**src/rtl/sar_seq_pkg.sv**
```systemverilog
package sar_seq_pkg;

  typedef enum logic [1:0] {
    ST_IDLE = 2'd0,
    ST_ACQ  = 2'd1,
    ST_CONV = 2'd2,
    ST_GAP  = 2'd3
  } seqState_t;

  typedef struct packed {
    logic latchCh;
    logic sarInit;
    logic sarStep;
    logic commit;
  } dpStrobe_t;

  localparam int ADDR_CTRL = 0;
  localparam int ADDR_TIME = 1;
  localparam int ADDR_INT  = 2;
  localparam int ADDR_RESH = 3;
  localparam int ADDR_RESL = 4;

  // acquisition length in conversion-clock periods for a 3-bit select
  function automatic int unsigned acqPeriods(input logic [2:0] code);
    if (code <= 3'd4) return 2 * int'(code);
    return 4 * (int'(code) - 2);
  endfunction

endpackage

```
**src/rtl/sar_seq_clkdiv.sv**
```systemverilog
module sar_seq_clkdiv #(
  parameter int SEL_W   = 3,
  parameter int MAX_LOG = 6
) (
  input  logic             clk,
  input  logic             rst_n,
  input  logic             run,
  input  logic [SEL_W-1:0] divSel,
  output logic             tick
);
  localparam int CNT_W = MAX_LOG;

  logic [CNT_W-1:0] cnt;
  logic [CNT_W-1:0] lastVal;
  int unsigned      selEff;

  always_comb begin
    selEff  = (int'(divSel) > MAX_LOG - 1) ? MAX_LOG - 1 : int'(divSel);
    lastVal = CNT_W'((1 << (selEff + 1)) - 1);
  end

  assign tick = run && (cnt == lastVal);

  always_ff @(posedge clk or negedge rst_n) begin
    if (!rst_n)      cnt <= '0;
    else if (!run)   cnt <= '0;
    else if (tick)   cnt <= '0;
    else             cnt <= cnt + 1'b1;
  end
endmodule

```
**src/rtl/sar_seq_ctrl.sv**
```systemverilog
module sar_seq_ctrl
  import sar_seq_pkg::*;
#(
  parameter int ADDR_W   = 3,
  parameter int DATA_W   = 8,
  parameter int CH_W     = 4,
  parameter int SEL_W    = 3,
  parameter int ACQ_W    = 3,
  parameter int GAP_TADS = 2
) (
  input  logic              clk,
  input  logic              rst_n,
  input  logic [ADDR_W-1:0] regAddr,
  input  logic              regWe,
  input  logic [DATA_W-1:0] regWrData,
  input  logic              tick,
  input  logic              lastBit,
  output logic              runDiv,
  output dpStrobe_t         strobe,
  output seqState_t         state,
  output logic              busyBit,
  output logic              enableBit,
  output logic              flagBit,
  output logic              ieBit,
  output logic              gieBit,
  output logic              irq,
  output logic [CH_W-1:0]   chField,
  output logic [SEL_W-1:0]  divSel,
  output logic [ACQ_W-1:0]  acqSel
);
  localparam int MAX_ACQ = 20;
  localparam int CNT_W   = $clog2(MAX_ACQ + 1);

  seqState_t        stateNext;
  logic [CNT_W-1:0] phaseCnt;
  logic [CNT_W-1:0] acqLen;
  logic             cntClr, cntInc;
  logic             ctrlWr, timeWr, intWr;
  logic             enNext, startReq;
  logic [DATA_W-1:0] unusedWr;

  assign unusedWr = regWrData;
  assign ctrlWr   = regWe && (regAddr == ADDR_W'(ADDR_CTRL));
  assign timeWr   = regWe && (regAddr == ADDR_W'(ADDR_TIME));
  assign intWr    = regWe && (regAddr == ADDR_W'(ADDR_INT));
  assign enNext   = ctrlWr ? regWrData[0] : enableBit;
  assign startReq = ctrlWr && regWrData[1] && regWrData[0] && !busyBit;
  assign acqLen   = CNT_W'(acqPeriods(acqSel));
  assign runDiv   = (state != ST_IDLE);
  assign irq      = flagBit && ieBit && gieBit;

  always_comb begin
    stateNext = state;
    strobe    = '0;
    cntClr    = 1'b0;
    cntInc    = 1'b0;
    unique case (state)
      ST_IDLE: if (busyBit) begin
        strobe.latchCh = 1'b1;
        cntClr         = 1'b1;
        if (acqLen == '0) begin
          stateNext      = ST_CONV;
          strobe.sarInit = 1'b1;
        end else begin
          stateNext = ST_ACQ;
        end
      end
      ST_ACQ: if (tick) begin
        if (phaseCnt == acqLen - 1'b1) begin
          stateNext      = ST_CONV;
          strobe.sarInit = 1'b1;
          cntClr         = 1'b1;
        end else begin
          cntInc = 1'b1;
        end
      end
      ST_CONV: if (tick) begin
        strobe.sarStep = 1'b1;
        if (lastBit) begin
          strobe.commit = 1'b1;
          stateNext     = ST_GAP;
          cntClr        = 1'b1;
        end
      end
      ST_GAP: if (tick) begin
        if (phaseCnt == CNT_W'(GAP_TADS - 1)) begin
          stateNext = ST_IDLE;
          cntClr    = 1'b1;
        end else begin
          cntInc = 1'b1;
        end
      end
      default: stateNext = ST_IDLE;
    endcase
    if (!enNext) begin
      stateNext = ST_IDLE;
      strobe    = '0;
      cntClr    = 1'b1;
    end
  end

  always_ff @(posedge clk or negedge rst_n) begin
    if (!rst_n) begin
      state     <= ST_IDLE;
      phaseCnt  <= '0;
      busyBit   <= 1'b0;
      enableBit <= 1'b0;
      flagBit   <= 1'b0;
      ieBit     <= 1'b0;
      gieBit    <= 1'b0;
      chField   <= '0;
      divSel    <= '0;
      acqSel    <= '0;
    end else begin
      state     <= stateNext;
      enableBit <= enNext;
      if (cntClr)      phaseCnt <= '0;
      else if (cntInc) phaseCnt <= phaseCnt + 1'b1;

      if (ctrlWr) chField <= regWrData[2 +: CH_W];
      if (timeWr) begin
        divSel <= regWrData[0 +: SEL_W];
        acqSel <= regWrData[SEL_W +: ACQ_W];
      end

      if (!enNext)            busyBit <= 1'b0;
      else if (strobe.commit) busyBit <= 1'b0;
      else if (startReq)      busyBit <= 1'b1;

      if (intWr) begin
        ieBit  <= regWrData[1];
        gieBit <= regWrData[2];
      end
      if (strobe.commit)                flagBit <= 1'b1;
      else if (intWr && !regWrData[0])  flagBit <= 1'b0;
    end
  end
endmodule

```
**src/rtl/sar_seq_dp.sv**
```systemverilog
module sar_seq_dp
  import sar_seq_pkg::*;
#(
  parameter int RES_W = 12,
  parameter int CH_W  = 4
) (
  input  logic             clk,
  input  logic             rst_n,
  input  logic             porRst_n,
  input  dpStrobe_t        strobe,
  input  logic             cmpHigh,
  input  logic [CH_W-1:0]  chField,
  output logic [RES_W-1:0] sar,
  output logic [RES_W-1:0] result,
  output logic [CH_W-1:0]  chanSel,
  output logic             lastBit
);
  localparam int IDX_W = $clog2(RES_W);

  logic [IDX_W-1:0] bitIdx;
  logic [RES_W-1:0] sarNext;

  assign lastBit = (bitIdx == '0);

  for (genvar i = 0; i < RES_W; i++) begin : g_bit
    always_comb begin
      if (strobe.sarInit)
        sarNext[i] = (i == RES_W - 1);
      else if (strobe.sarStep && bitIdx == IDX_W'(i))
        sarNext[i] = cmpHigh;
      else if (strobe.sarStep && bitIdx != '0 && bitIdx - 1'b1 == IDX_W'(i))
        sarNext[i] = 1'b1;
      else
        sarNext[i] = sar[i];
    end
  end

  always_ff @(posedge clk or negedge rst_n) begin
    if (!rst_n) begin
      sar     <= '0;
      bitIdx  <= '0;
      chanSel <= '0;
    end else begin
      sar <= sarNext;
      if (strobe.sarInit)                 bitIdx <= IDX_W'(RES_W - 1);
      else if (strobe.sarStep && !lastBit) bitIdx <= bitIdx - 1'b1;
      if (strobe.latchCh) chanSel <= chField;
    end
  end

  always_ff @(posedge clk or negedge porRst_n) begin
    if (!porRst_n)         result <= '0;
    else if (strobe.commit) result <= sarNext;
  end
endmodule

```
**src/rtl/sar_adc_seq.sv**
```systemverilog
module sar_adc_seq
  import sar_seq_pkg::*;
#(
  parameter int ADDR_W  = 3,
  parameter int DATA_W  = 8,
  parameter int RES_W   = 12,
  parameter int CH_W    = 4,
  parameter int SEL_W   = 3,
  parameter int ACQ_W   = 3,
  parameter int MAX_LOG = 6
) (
  input  logic              clk,
  input  logic              porRst_n,
  input  logic              sysRst_n,
  input  logic [ADDR_W-1:0] regAddr,
  input  logic              regWe,
  input  logic [DATA_W-1:0] regWrData,
  output logic [DATA_W-1:0] regRdData,
  input  logic              cmpHigh,
  output logic [RES_W-1:0]  dacCode,
  output logic [CH_W-1:0]   chanSel,
  output logic              sampleHold,
  output logic              irq
);
  logic             rstAll_n;
  logic             tick, lastBit, runDiv;
  dpStrobe_t        strobe;
  seqState_t        seqState;
  logic             busyBit, enableBit, flagBit, ieBit, gieBit;
  logic [CH_W-1:0]  chField;
  logic [SEL_W-1:0] divSel;
  logic [ACQ_W-1:0] acqSel;
  logic [RES_W-1:0] resultReg;

  assign rstAll_n   = porRst_n & sysRst_n;
  assign sampleHold = (seqState == ST_ACQ);

  sar_seq_clkdiv #(.SEL_W(SEL_W), .MAX_LOG(MAX_LOG)) u_div (
    .clk(clk), .rst_n(rstAll_n), .run(runDiv), .divSel(divSel), .tick(tick)
  );

  sar_seq_ctrl #(
    .ADDR_W(ADDR_W), .DATA_W(DATA_W), .CH_W(CH_W),
    .SEL_W(SEL_W), .ACQ_W(ACQ_W), .GAP_TADS(2)
  ) u_ctrl (
    .clk(clk), .rst_n(rstAll_n), .regAddr(regAddr), .regWe(regWe),
    .regWrData(regWrData), .tick(tick), .lastBit(lastBit), .runDiv(runDiv),
    .strobe(strobe), .state(seqState), .busyBit(busyBit),
    .enableBit(enableBit), .flagBit(flagBit), .ieBit(ieBit), .gieBit(gieBit),
    .irq(irq), .chField(chField), .divSel(divSel), .acqSel(acqSel)
  );

  sar_seq_dp #(.RES_W(RES_W), .CH_W(CH_W)) u_dp (
    .clk(clk), .rst_n(rstAll_n), .porRst_n(porRst_n), .strobe(strobe),
    .cmpHigh(cmpHigh), .chField(chField), .sar(dacCode), .result(resultReg),
    .chanSel(chanSel), .lastBit(lastBit)
  );

  always_comb begin
    unique case (int'(regAddr))
      ADDR_CTRL: regRdData = DATA_W'({chField, busyBit, enableBit});
      ADDR_TIME: regRdData = DATA_W'({acqSel, divSel});
      ADDR_INT:  regRdData = DATA_W'({gieBit, ieBit, flagBit});
      ADDR_RESH: regRdData = DATA_W'(resultReg[RES_W-1:DATA_W]);
      ADDR_RESL: regRdData = resultReg[DATA_W-1:0];
      default:   regRdData = '0;
    endcase
  end
endmodule

```
**config.mk**
```make
export PLATFORM = sky130hd
export DESIGN_NAME = sar_adc_seq
export DESIGN_NICKNAME = d
export VERILOG_FILES = /design/src/rtl/sar_seq_pkg.sv /design/src/rtl/sar_seq_clkdiv.sv /design/src/rtl/sar_seq_ctrl.sv /design/src/rtl/sar_seq_dp.sv /design/src/rtl/sar_adc_seq.sv
export SDC_FILE = /design/constraint.sdc
export NUM_CORES = 1
export LEC_CHECK = 0
export CORE_UTILIZATION = 60
export DETAILED_ROUTE_END_ITERATION = 6
export GPL_ROUTABILITY_DRIVEN = 0
export PLACE_DENSITY_LB_ADDON = 0.2
export SKIP_CTS_REPAIR_TIMING = 1
export SLEW_MARGIN = 20
export SYNTH_ARGS = -nofsm -noshare
export SYNTH_HDL_FRONTEND = slang
export SYNTH_SLANG_ARGS = --single-unit
```
**constraint.sdc**
```tcl
create_clock -name clk -period 6.5 [get_ports clk]
set_clock_uncertainty 0.15 [all_clocks]
set_input_delay 0.975 -clock clk [delete_from_list [all_inputs] [get_ports clk]]
set_output_delay 0.975 -clock clk [all_outputs]
set_load 0.05 [all_outputs]
```
Yosys cells after proc, flatten, opt, wreduce, memory -nomap -nowiden
Cells that the tools add are included.
W data, S select, Z words.

cells by class
  equality and inequality tests = 40
  reductions and logical operators = 50
  shift-type cells = 1
  div/mod/pow operators = 0
  add/subtract/negate cells = 7
  bitwise operators = 1
  magnitude comparators = 2
  $mul = 0
  multiplexer cells = 84

operator list
  operator                 number
  $mux W1                  57
  $pmux W8 S5              1
  $logic_and A1 B1 Y1      36
  $add A32 B1 Y32 const B  1
  $eq A4 B3 Y1 const B     8
  $eq A4 B4 Y1 const B     8
  $shl A1 B32 Y6 const A   1
  $mux W2                  12
  $ne A3 B3 Y1 const B     6
  $eq A4 B2 Y1 const B     4
  $mux W4                  4
  $mux W5                  3
  $mux W6                  2
  $eq A4 B1 Y1 const B     2
  $logic_not A4 Y1         2
  $pmux W2 S4              1
  $reduce_bool A2 Y1       4
  $reduce_and A7 Y1        1
  $add A6 B1 Y6 const B    1
  $eq A3 B2 Y1 const B     2
  $eq A6 B6 Y1             1
  $ne A3 B2 Y1 const B     2
  $sub A6 B2 Y6 const B    1
  $add A5 B1 Y5 const B    1
  other kinds (20)         24

word-level totals
  latch bits = 0
  memories kept = 0
  input bits = 16
  flip-flop bits (word level) = 60
  memory bits (read-only) = 0
  memory bits (writable) = 0
  word-level logic and storage cells = 200

Longest topological paths before layout
Gate-level depths: netlist of run 1.

  word-level depth = 15
  mapped depth = 14

By module
Synthesis of run 1 repeated with hierarchy kept, for this count alone.

unflattened totals
  cell total of the unflattened synthesis = 404
  area total of the unflattened synthesis = 4020.1 um2

modules (own cells, without submodules)
  module          sequential area each (um2)  instances  area each (um2)  cells each
  sar_seq_dp      800.8                       1          1806.7           175
  sar_seq_ctrl    550.5                       1          1430.1           142
  sar_seq_clkdiv  150.1                       1          496.7            51
  sar_adc_seq     0.0                         1          286.5            36

Worst setup path after synthesis of run 1
No wires, ideal clock.

  path type = input -> output
  from = input port regAddr[2]
  to = output port regRdData[3]
  cell stages on the path = 5
  setup slack = 2.583 ns
  buffers on the path = 2
  arrival = 2.792 ns
  path through = buf_2 > buf_1 > nand2_1 > o22a_1 > o21ai_0

on the way
  cells in the longest elaborated chain, start to end = 2
  elaborated cells on any way between the ends = 6
  classes of those cells = 4 x eq/ne; 1 x mux; 1 x reduce/logical

ends and longest elaborated chain
  what                                  line               RTL
  start: declaration                    sar_adc_seq.sv:15  input logic [ADDR_W-1:0] regAddr,
  $eq A3 B3 Y1 (tied with other cells)  sar_adc_seq.sv:60  unique case (int'(regAddr))
  $pmux W8 S5 *                         sar_adc_seq.sv:60
  end: declaration                      sar_adc_seq.sv:18  output logic [DATA_W-1:0] regRdData,

Mark *: on every way between the ends. The rest lies on a longest branch, timed or not.

Worst setup path after layout of run 1
  from = register u_ctrl.divSel[1]
  to = register u_dp.result[8]

on the way
  cells in the longest elaborated chain, start to end = 15
  elaborated cells on any way between the ends = 18
  classes of those cells = 2 x add/sub; 1 x order compare; 1 x eq/ne; 1 x shift; 9 x mux; 4 x reduce/logical

ends and longest elaborated chain
  what                              line                  RTL
  start: declaration                sar_seq_ctrl.sv:28    output logic [SEL_W-1:0] divSel,
  start signal: assignment          sar_seq_ctrl.sv:122   divSel <= regWrData[0 +: SEL_W];
  $gt A3 B3 Y1                      sar_seq_clkdiv.sv:18  selEff = (int'(divSel) > MAX_LOG - 1) ? MAX_LOG - 1 : int'(divSel);
  $mux W3 *                         sar_seq_clkdiv.sv:18
  $add A32 B1 Y32 *                 sar_seq_clkdiv.sv:19  lastVal = CNT_W'((1 << (selEff + 1)) - 1);
  $shl A1 B32 Y6 *                  sar_seq_clkdiv.sv:19
  $sub A6 B2 Y6 *                   sar_seq_clkdiv.sv:19
  $eq A6 B6 Y1 *                    sar_seq_clkdiv.sv:22  assign tick = run && (cnt == lastVal);
  $logic_and A1 B1 Y1 *             sar_seq_clkdiv.sv:22
  $mux W2                           sar_seq_ctrl.sv:77    ST_CONV: if (tick) begin
  $mux W2                           sar_seq_ctrl.sv:57    unique case (state)
  $mux W4 *                         sar_seq_ctrl.sv:95    if (!enNext) begin
  $logic_and A1 B1 Y1 (2 in a row)  sar_seq_dp.sv:31      else if (strobe.sarStep && bitIdx != '0 && bitIdx - 1'b1 == IDX_W'(i))
  $mux W1                           sar_seq_dp.sv:31
  $mux W1                           sar_seq_dp.sv:29      else if (strobe.sarStep && bitIdx == IDX_W'(i))
  $mux W1                           sar_seq_dp.sv:27      if (strobe.sarInit)
  end signal: assignment            sar_seq_dp.sv:53      else if (strobe.commit) result <= sarNext;
  end: declaration                  sar_seq_dp.sv:14      output logic [RES_W-1:0] result,

Marked as above.
A chain may end at the register's enable or synchronous reset.

==> results of run 1 <==
-- layout make-up --
cell class,count,area (µm²)
multi-input cells,272,1990
flip-flops and latches,60,1500
fillers,398,1390
repair buffers,40,398
clock buffers,12,155
clock inverters,4,95.1
well taps,72,90.1
inverters,16,60.1
-- worst register-to-register path, stage by stage, from the launching register on --
cell	delay, ns
dfrtp_1	0.51
nor2b_1	0.30
and2_1	0.17
ha_1	0.29
or3_1	0.34
ha_1	0.30
xnor2_1	0.15
a2111oi_2	0.37
nand3_1	0.29
nor4b_4	0.86
nand2_1	0.55
a22o_1	0.39
-- sequential cells by signal, summed over array words and instances (netlist names) --
name / count
u_dp.chanSel: 4
u_ctrl.state: 2
u_ctrl.chField: 4
u_dp.result: 12
u_div.cnt: 6
u_ctrl.flagBit: 1
u_dp.sar: 12
u_ctrl.acqSel: 3
u_ctrl.gieBit: 1
u_ctrl.phaseCnt: 5
u_ctrl.busyBit: 1
u_ctrl.enableBit: 1
u_dp.bitIdx: 4
u_ctrl.divSel: 3
u_ctrl.ieBit: 1
-- cells by family after synthesis --
group / Yosys count / share of synthesized area (%)
flops: 60 / 41.3
compound gates: 82 / 16.5
xor+xnor: 16 / 3.85
buf+inv: 35 / 4.34
fa+ha+maj: 16 / 5.51
mux: 34 / 9.98
simple gates: 124 / 18.5
-- final timing paths --
| check | start | end | slack [ns] | cells after the start |
|---|---|---|---|---|
| worst min register to register | u_dp.result[6] | u_dp.result[6] | 0.34 | 2 |
| worst min-delay path | u_dp.result[6] | u_dp.result[6] | 0.34 | 2 |
| max in group asynchronous | porRst_n | u_div.cnt[3] | 4.26 | 2 |
| worst max-delay path | u_ctrl.divSel[1] | u_dp.result[8] | 1.73 | 11 |
| worst max register to register | u_ctrl.divSel[1] | u_dp.result[8] | 1.73 | 11 |
| min in group asynchronous | porRst_n | u_dp.result[3] | 0.84 | 1 |
-- power breakdown --
group	total (mW)	switching, mW	internal (mW)
clock network	0.424	0.148	0.275
logic	0.312	0.190	0.121
registers	0.451	0.0424	0.408
-- metal layers --
layer / vias to the layer above / GRT usage (%)
met3: 25 / 7.09
li1: 1408 / -
met4: 0 / 10.0
met5: - / 0
met1: 1463 / 40.7
met2: 137 / 44.7
-- placed cells by master (no fill, tap or decap), types with 5 or more instances in the layout --
| cell | instances |
|---|---|
| nor2_1 | 26 |
| clkbuf_8 | 11 |
| xnor2_1 | 7 |
| nor2b_1 | 8 |
| nor3_1 | 10 |
| nand2_1 | 31 |
| o31ai_1 | 5 |
| o21ai_0 | 13 |
| and3_1 | 12 |
| clkdlybuf4s50_1 | 39 |
| ha_1 | 16 |
| xor2_1 | 9 |
| mux2i_1 | 16 |
| dfrtp_1 | 60 |
| a21oi_1 | 15 |
| nand3_1 | 12 |
| mux2_2 | 18 |
| inv_1 | 15 |
==> key figures, run 1 <==
STA
  – Slew HR: about two fifths
  – Final hold vios: 0
  – Worst hold margin: 0.340 ns
  – RSZ-0062 raised after global routing: false
  – Setup TNS: 0 ns
  – Least-Margin Pin Slew: 0.895 ns
  – Fin worst setup slack: 1.73 ns
  – Setup-failing EPs final: 0
  – Final period util: 73.3%
  – Fmax: roughly 210 MHz
  – Final max-slew violation count: 0
  – Min cycle time layout: 4.77 ns

Power
  – Power Dens Cells: 277 nW/µm²
  – Final Total Pwr: between 1 and 1.5 mW
  – Peak VDD IR: 0.174 mV
  – Leak: about 1.8 nW

Place
  – Post-DP HPWL: between 5000 and 6000 µm
  – Placed inst area: between 4000 and 5000 µm²
  – # port buffers: 39
  – Post-Place Worst Slack: 1.58 ns
  – Placed cell count: 460

Die
  – Chip Width: 79.8 µm
  – FP Rows: 27
  – Core Area: 5680 µm²
  – Die area: 6380 µm²
  – Initial core utilization: 64.1%
  – Height of the die: 79.8 µm
  – I/O pin count: 42

Clock tree
  – Clock Tree Buf Depth: 2
  – Clock Pin Slew Worst Setup and Hold Paths: roughly 0.070 ns
  – Clock latency on the worst-skew pair: around 0.35 ns
  – H-tree depth: 3
  – Cts bufs inserted: 9
  – CTS tree: yes
  – Clk sink count: 60
  – Clk root buf: clkbuf_8

Yosys
  – Most common cell in the netlist: dfrtp_1
  – Main synth FF type: dfrtp_1
  – Post-synth top area share: 41.3%
  – Mapped cell area: 3640 µm²
  – Mapped Cells: 367
  – Syn nets: 399
  – Synth top area cells: dfrtp_1 41%, mux2_2 5.6%, ha_1 5.5%
  – Biggest area consumer among synthesized cells: dfrtp_1
  – Post-synth EDFFs: 0
  – Post-synthesis average cell area: approximately 9.9 µm²
  – Sequential element share of the synthesized area: 41.3%
  – Synth cell types: between 60 and 70
  – Synth cell count leaders: 60 x dfrtp_1, 31 x nand2_1, 26 x nor2_1
  – Post-synth ARST share: 100%
  – Yosys warning total: 0
  – Post-synthesis sequential element count: 60

Global route
  – Vias in the first global route: approximately 2900
  – First-pass GRT wire length: 14000 µm
  – Initial antenna violation count: 0
  – Pin count of the biggest net entering global routing: slightly below 50
  – Total track usage: between 20% and 30%
  – Grt ovf: 0

Critical path
  – Worst setup SP type: flip-flop
  – Family with the most delay on the worst path: simple AND/OR/NAND/NOR gates
  – Critical path capture point type: flip-flop
  – CP max stage delay: 0.86 ns
  – Crit path DAT: 4.85 ns
  – Slowest CP cell: nor4b_4
  – Crit path max fanout: 21
  – CP bufs+invs: 0
  – Data required, critical path: approximately 6.6 ns
  – Worst Setup Path Type: reg2reg
  – Crit path top cell by count: ha_1
  – CP Cell Sequence: nor2b_1 -> and2_1 -> ha_1 -> or3_1 -> ha_1 -> xnor2_1 -> a2111oi_2 -> nand3_1 -> nor4b_4 -> nand2_1 -> a22o_1

Route
  – Final Routed Wirelength: 8620 µm
  – Vias per cell: 6.37
  – WL met2: 4020 µm
  – Top sig layer: met4
  – Vias after detailed routing: 3033
  – WL/cell: 18.1 µm
  – First-pass detailed-route iteration total: 5
  – Routed Antenna Nets: 0
  – Wl on met1: a little under 4000 µm
  – DRC: 0
  – 1st-iter DRT viols: 257
  – Wire length on met3: 535 µm

Hold path
  – Worst hold path class: reg2reg

Finish
  – Ant diodes: 0
  – Share of layout cells above drive strength 1: 12.1%
  – Final Cell Area: 4290 µm²
  – Final Util: 75.5%
  – Non-Filler Instances: 476
  – Final net count: 431
  – Layout area overhead: 17.9%

Run status
  – Status: completed

Job
  – Max_cap viols: 0
(Power assumes the default switching activity.)
==> run 2, diff against run 1 <==
Settings changed: CORE_UTILIZATION 60 to 51.
Clock period 6.5 ns to 4.15 ns, I/O delays scaled along.
==> key figures, run 2 (synthesized netlist as in run 1, its figures left out) <==
Run status
  – Status: completed

Global route
  – First-pass GRT wire length: 14500 µm (+3.4%)
  – Pin count of the biggest net entering global routing: 27 (-45%)
  – Initial antenna violation count: 0 (unchanged)
  – Vias in the first global route: 2910 (+1.7%)
  – Total track usage: 25.5% (-3.8 points)
  – Grt ovf: 0 (unchanged)

Die
  – I/O pin count: 42 (unchanged)
  – Height of the die: 86.4 µm (+8.3%)
  – Die area: 7470 µm² (+17%)
  – Core Area: 6830 µm² (+20%)
  – Chip Width: 86.4 µm (+8.3%)
  – FP Rows: 30 (+11%)
  – Initial core utilization: 53.2% (-11 points)

Route
  – Vias per cell: 5.79 (-9.1%)
  – Routed Antenna Nets: 0 (unchanged)
  – DRC: 0 (unchanged)
  – Vias after detailed routing: 2983 (-1.6%)
  – First-pass detailed-route iteration total: 4 (-1)
  – Top sig layer: met4
  – Wire length on met3: 561 µm (+4.9%)
  – WL/cell: 17.2 µm (-5.0%)
  – Final Routed Wirelength: 8860 µm (+2.8%)
  – Wl on met1: 4050 µm (+4.7%)
  – WL met2: 4060 µm (+0.95%)
  – 1st-iter DRT viols: 221 (-14%)

Critical path
  – CP bufs+invs: 1 (+1)
  – Data required, critical path: 4.24 ns (-2.34 ns)
  – R2R cell count: 13 (+2)
  – Worst setup SP type: flip-flop
  – Critical path capture point type: flip-flop
  – R2R setup slack: 0.27 ns (-1.46 ns)
  – Crit path DAT: 3.97 ns (-0.88 ns)
  – CP max stage delay: 0.39 ns (-0.47 ns)
  – Crit path from: u_ctrl.divSel[1]
  – Reg-to-reg startpoint: u_ctrl.divSel[1]
  – Critical R2R Capture: u_dp.sar[4]
  – Worst Setup Path Type: reg2reg
  – Family with the most delay on the worst path: simple AND/OR/NAND/NOR gates
  – Crit path max fanout: 21 (unchanged)
  – Slowest CP cell: a2111oi_2
  – CP Cell Sequence: nor2b_2 -> and2_1 -> ha_1 -> or3_1 -> ha_1 -> xnor2_1 -> a2111oi_2 -> nand3_2 -> nor4b_4 -> buf_12 -> and2_1 -> a221oi_1 -> a311oi_1

Finish
  – Final net count: 446 (+3.5%)
  – Number of fill cells: 563 (+41%)
  – Commonest non-fill, non-tap cell in the layout: dfrtp_1
  – Share of layout cells above drive strength 1: 16.0% (+3.9 points)
  – Top flop regs: u_dp.result x12, u_dp.sar x12, u_div.cnt x6
  – Most frequent cells in the layout: 60 x dfrtp_1, 39 x clkdlybuf4s50_1, 31 x nand2_1, 26 x nor2_1, 18 x mux2_2
  – Layout area overhead: 21.6%
  – Ant diodes: 0 (unchanged)

STA
  – Fmax: 258 MHz (+23%)
  – Final period util: 93.5% (+20 points)
  – Setup-failing EPs final: 0 (unchanged)
  – Final max-slew violation count: 0 (unchanged)
  – Least-Margin Pin Slew: 0.623 ns (-0.271 ns)
  – Final hold vios: 0 (unchanged)
  – Min cycle time layout: 3.88 ns (-0.889 ns)
  – Setup TNS: 0 ns (unchanged)
  – Worst hold margin: 0.336 ns (-0.00460 ns)
  – RSZ-0062 raised after global routing: false
  – Slew HR: 57.3% (+17 points)

Place
  – Post-DP HPWL: 6560 µm (+9.6%)
  – # port buffers: 39 (unchanged)

Hold path
  – Hold depth: 2 (unchanged)
  – Worst hold path class: reg2reg
  – Worst Hold End: u_dp.result[6]
  – Worst hold start: u_dp.result[6]

Clock tree
  – CTS tree: yes
  – H-tree depth: 3 (unchanged)
  – Clock Tree Buf Depth: 2 (unchanged)
  – Clock Pin Slew Worst Setup and Hold Paths: 0.07 ns (about the same)
  – Clk sink count: 60 (unchanged)
  – Cts bufs inserted: 9 (unchanged)
  – Clk root buf: clkbuf_8
  – Clock latency on the worst-skew pair: 0.34 ns (about the same)

Power
  – Peak VDD IR: 0.288 mV (+65%)
  – Leak: 1.90 nW (+3.0%)
  – Power Dens Cells: 410 nW/µm² (+48%)

Job
  – Max_cap viols: 0 (unchanged)
==> run 2: layout make-up <==
cell class	instances	area [µm²]	area share, %
Tap cell	96	120	2.72
Sequential cell	60	1500	34.0
Timing Repair Buffer	55	523	11.8
Clock buffer	10	138	3.11
Clock inverter	6	87.6	1.98
Multi-Input combinational cell	272	1990	45.0
Inverter	16	60.1	1.36
==> run 2: worst max path at each step <==
| stage | to | cells past startpoint |
|---|---|---|
| after floorplan | u_ctrl.state[1] | 12 |
| after global placement | u_dp.result[2] | 13 |
| after detailed placement | u_dp.result[2] | 13 |
| after CTS | u_dp.result[2] | 13 |
| after global routing | u_dp.sar[4] | 13 |
| final | u_dp.sar[4] | 13 |
==> run 2: metal layers <==
| metal | global-route usage (%) | vias up |
|---|---|---|
| li1 | - | 1440 |
| met1 | 35.9 | 1414 |
| met2 | 38.5 | 109 |
| met3 | 4.67 | 20 |
| met4 | 10.8 | 0 |
| met5 | 0 | - |
==> run 2: worst reg2reg max path, cell delays in order, from the launching register on <==
cell	delay [ns]
dfrtp_1	0.37
nor2b_2	0.17
and2_1	0.16
ha_1	0.37
or3_1	0.34
ha_1	0.29
xnor2_1	0.14
a2111oi_2	0.39
nand3_2	0.21
nor4b_4	0.34
buf_12	0.19
and2_1	0.24
a221oi_1	0.14
a311oi_1	0.27
==> run 2: report_power, final <==
part           leakage [nW]  total (mW)  switching, mW  internal [mW]
logic                 0.991       0.516          0.313          0.204
clock network         0.105       0.605          0.252          0.353
registers             0.808       0.692         0.0530          0.639
==> run 2: per-stage QoR <==
step | setup WS (ns) | instance area (µm²) | cells | utilization [%] | total power, mW
6_report | 0.271 | 4420 | 515 | 64.7 | 1.81
5_1_grt | 0.0311 | 4420 | 515 | 64.7 | 1.90
4_1_cts | 0.216 | 4410 | 515 | 64.5 | 1.81
3_5_place_dp | 0.241 | 4180 | 499 | 61.2 | 1.21
3_3_place_gp | 0.336 | 4180 | 499 | 61.2 | 1.19
2_1_floorplan | 0.435 | 3640 | 367 | - | 1.05
==> run 3, diff against run 2 <==
Settings changed: CORE_UTILIZATION 51 to 40.
==> key figures, run 3 (synthesized netlist as in run 1, its figures left out) <==
Finish
  – Ant diodes: 0 (unchanged)
  – Most frequent cells in the layout: 60 x dfrtp_1, 39 x clkdlybuf4s50_1, 30 x nand2_1, 26 x nor2_1, 18 x mux2_2
  – Layout area overhead: 21.2%
  – Final net count: 442 (-0.90%)
  – Commonest non-fill, non-tap cell in the layout: dfrtp_1
  – Final Util: 50.3% (-14 points)
  – Top flop regs: u_dp.result x12, u_dp.sar x12, u_div.cnt x6
  – Share of layout cells above drive strength 1: 15.7% (-0.33 points)
  – Number of fill cells: 793 (+41%)

Clock tree
  – Clk sink count: 60 (unchanged)
  – Clock Tree Buf Depth: 2 (unchanged)
  – H-tree depth: 3 (unchanged)
  – Clock Pin Slew Worst Setup and Hold Paths: 0.08 ns (about the same)
  – Cts bufs inserted: 9 (unchanged)
  – Clock latency on the worst-skew pair: 0.35 ns (about the same)
  – CTS tree: yes
  – Clk root buf: clkbuf_8

Die
  – Core Area: 8760 µm² (+28%)
  – Die area: 9480 µm² (+27%)
  – FP Rows: 34 (+13%)
  – I/O pin count: 42 (unchanged)
  – Initial core utilization: 41.5% (-12 points)
  – Height of the die: 97.3 µm (+13%)
  – Chip Width: 97.3 µm (+13%)

STA
  – Least-Margin Pin Slew: 0.594 ns (-0.0292 ns)
  – Slew HR: 60.1% (+2.8 points)
  – Fin worst setup slack: 0.310 ns (+0.0391 ns)
  – Final period util: 92.5% (-0.94 points)
  – Final hold vios: 0 (unchanged)
  – RSZ-0062 raised after global routing: false
  – Worst hold margin: 0.337 ns (+0.00119 ns)
  – Final max-slew violation count: 0 (unchanged)
  – Min cycle time layout: 3.84 ns (-0.0391 ns)
  – Fmax: 260 MHz (+1.0%)
  – Setup TNS: 0 ns (unchanged)
  – Setup-failing EPs final: 0 (unchanged)

Place
  – Post-DP HPWL: 6850 µm (+4.3%)
  – # port buffers: 39 (unchanged)
  – Post-Place Worst Slack: 0.171 ns (-0.0700 ns)

Critical path
  – Critical path capture point type: flip-flop
  – CP max stage delay: 0.44 ns (+0.05 ns)
  – Data required, critical path: 4.25 ns (about the same)
  – Slowest CP cell: dfrtp_1
  – Worst Setup Path Type: reg2reg
  – CP bufs+invs: 1 (unchanged)
  – Worst setup SP type: flip-flop
  – Crit path DAT: 3.94 ns (-0.03 ns)
  – CP Cell Sequence: nor2b_2 -> and2_1 -> ha_1 -> or3_1 -> ha_1 -> xnor2_1 -> a2111oi_2 -> nand3_2 -> nor4b_4 -> buf_12 -> and2_1 -> a221oi_1 -> a311oi_1
  – Crit path max fanout: 21 (unchanged)
  – Family with the most delay on the worst path: simple AND/OR/NAND/NOR gates

Run status
  – Status: completed

Route
  – Vias after detailed routing: 2974 (-0.30%)
  – Routed Antenna Nets: 0 (unchanged)
  – First-pass detailed-route iteration total: 4 (unchanged)
  – DRC: 0 (unchanged)
  – Vias per cell: 5.69 (-1.8%)
  – WL/cell: 17.4 µm (+1.2%)
  – 1st-iter DRT viols: 208 (-5.9%)
  – Final Routed Wirelength: 9100 µm (+2.7%)

Job
  – Max_cap viols: 0 (unchanged)

Hold path
  – Worst hold path class: reg2reg

Power
  – Power Dens Cells: 410 nW/µm² (-0.12%)
  – Leak: 1.89 nW (-0.81%)
  – Peak VDD IR: 0.159 mV (-45%)

Global route
  – Grt ovf: 0 (unchanged)
  – Pin count of the biggest net entering global routing: 27 (unchanged)
  – Initial antenna violation count: 0 (unchanged)
  – First-pass GRT wire length: 15100 µm (+4.5%)
  – Vias in the first global route: 2882 (-0.96%)
  – Total track usage: 20.3% (-5.1 points)
## run 3: metal layers
metal | vias up | routed length, µm | global-route usage (%)
met5 | - | 0 | 0
met4 | 0 | 194 | 9.50
met3 | 16 | 529 | 3.45
met2 | 90 | 4170 | 31.0
met1 | 1440 | 4210 | 28.2
li1 | 1428 | - | -
## run 3: power by group
part	switching [mW]	leakage [nW]	internal, mW
Sequential	0.0559	0.808	0.639
Clock	0.251	0.113	0.354
Combinational	0.304	0.968	0.201
Total	0.610	1.89	1.19
## run 3: cell type report
cell class | count | area [µm²] | area share [%]
clock inverters | 6 | 86.3 | 1.96
multi-input cells | 272 | 1990 | 45.2
well taps | 108 | 135 | 3.07
inverters | 16 | 60.1 | 1.36
flip-flops and latches | 60 | 1500 | 34.1
repair buffers | 51 | 493 | 11.2
clock buffers | 10 | 138 | 3.12
## run 3: path summary, 6_finish.rpt
kind | from | endpoint | slack [ns] | cells past startpoint
worst min-delay path | u_dp.result[7] | u_dp.result[7] | 0.34 | 2
max in group asynchronous | porRst_n | u_div.cnt[1] | 1.99 | 3
worst max register to register | u_ctrl.divSel[2] | u_dp.sar[4] | 0.31 | 13
min in group asynchronous | porRst_n | u_dp.result[4] | 0.48 | 1
worst min register to register | u_dp.result[7] | u_dp.result[7] | 0.34 | 2
worst max-delay path | u_ctrl.divSel[2] | u_dp.sar[4] | 0.31 | 13
## run 3: tightest hold or removal path, stage by stage (launching register included)
cell and delay (ns):
dfrtp_1 0.35, nand2_1 0.05, o21ai_0 0.06
## run 3: per-stage QoR
step / area [µm²] / std cells / power (mW)
after global placement: 4170 / 507 / 1.19
after CTS: 4390 / 523 / 1.82
after floorplan: 3640 / 367 / 1.05
after global routing: 4410 / 523 / 1.90
final: 4410 / 523 / 1.81
after detailed placement: 4170 / 507 / 1.21
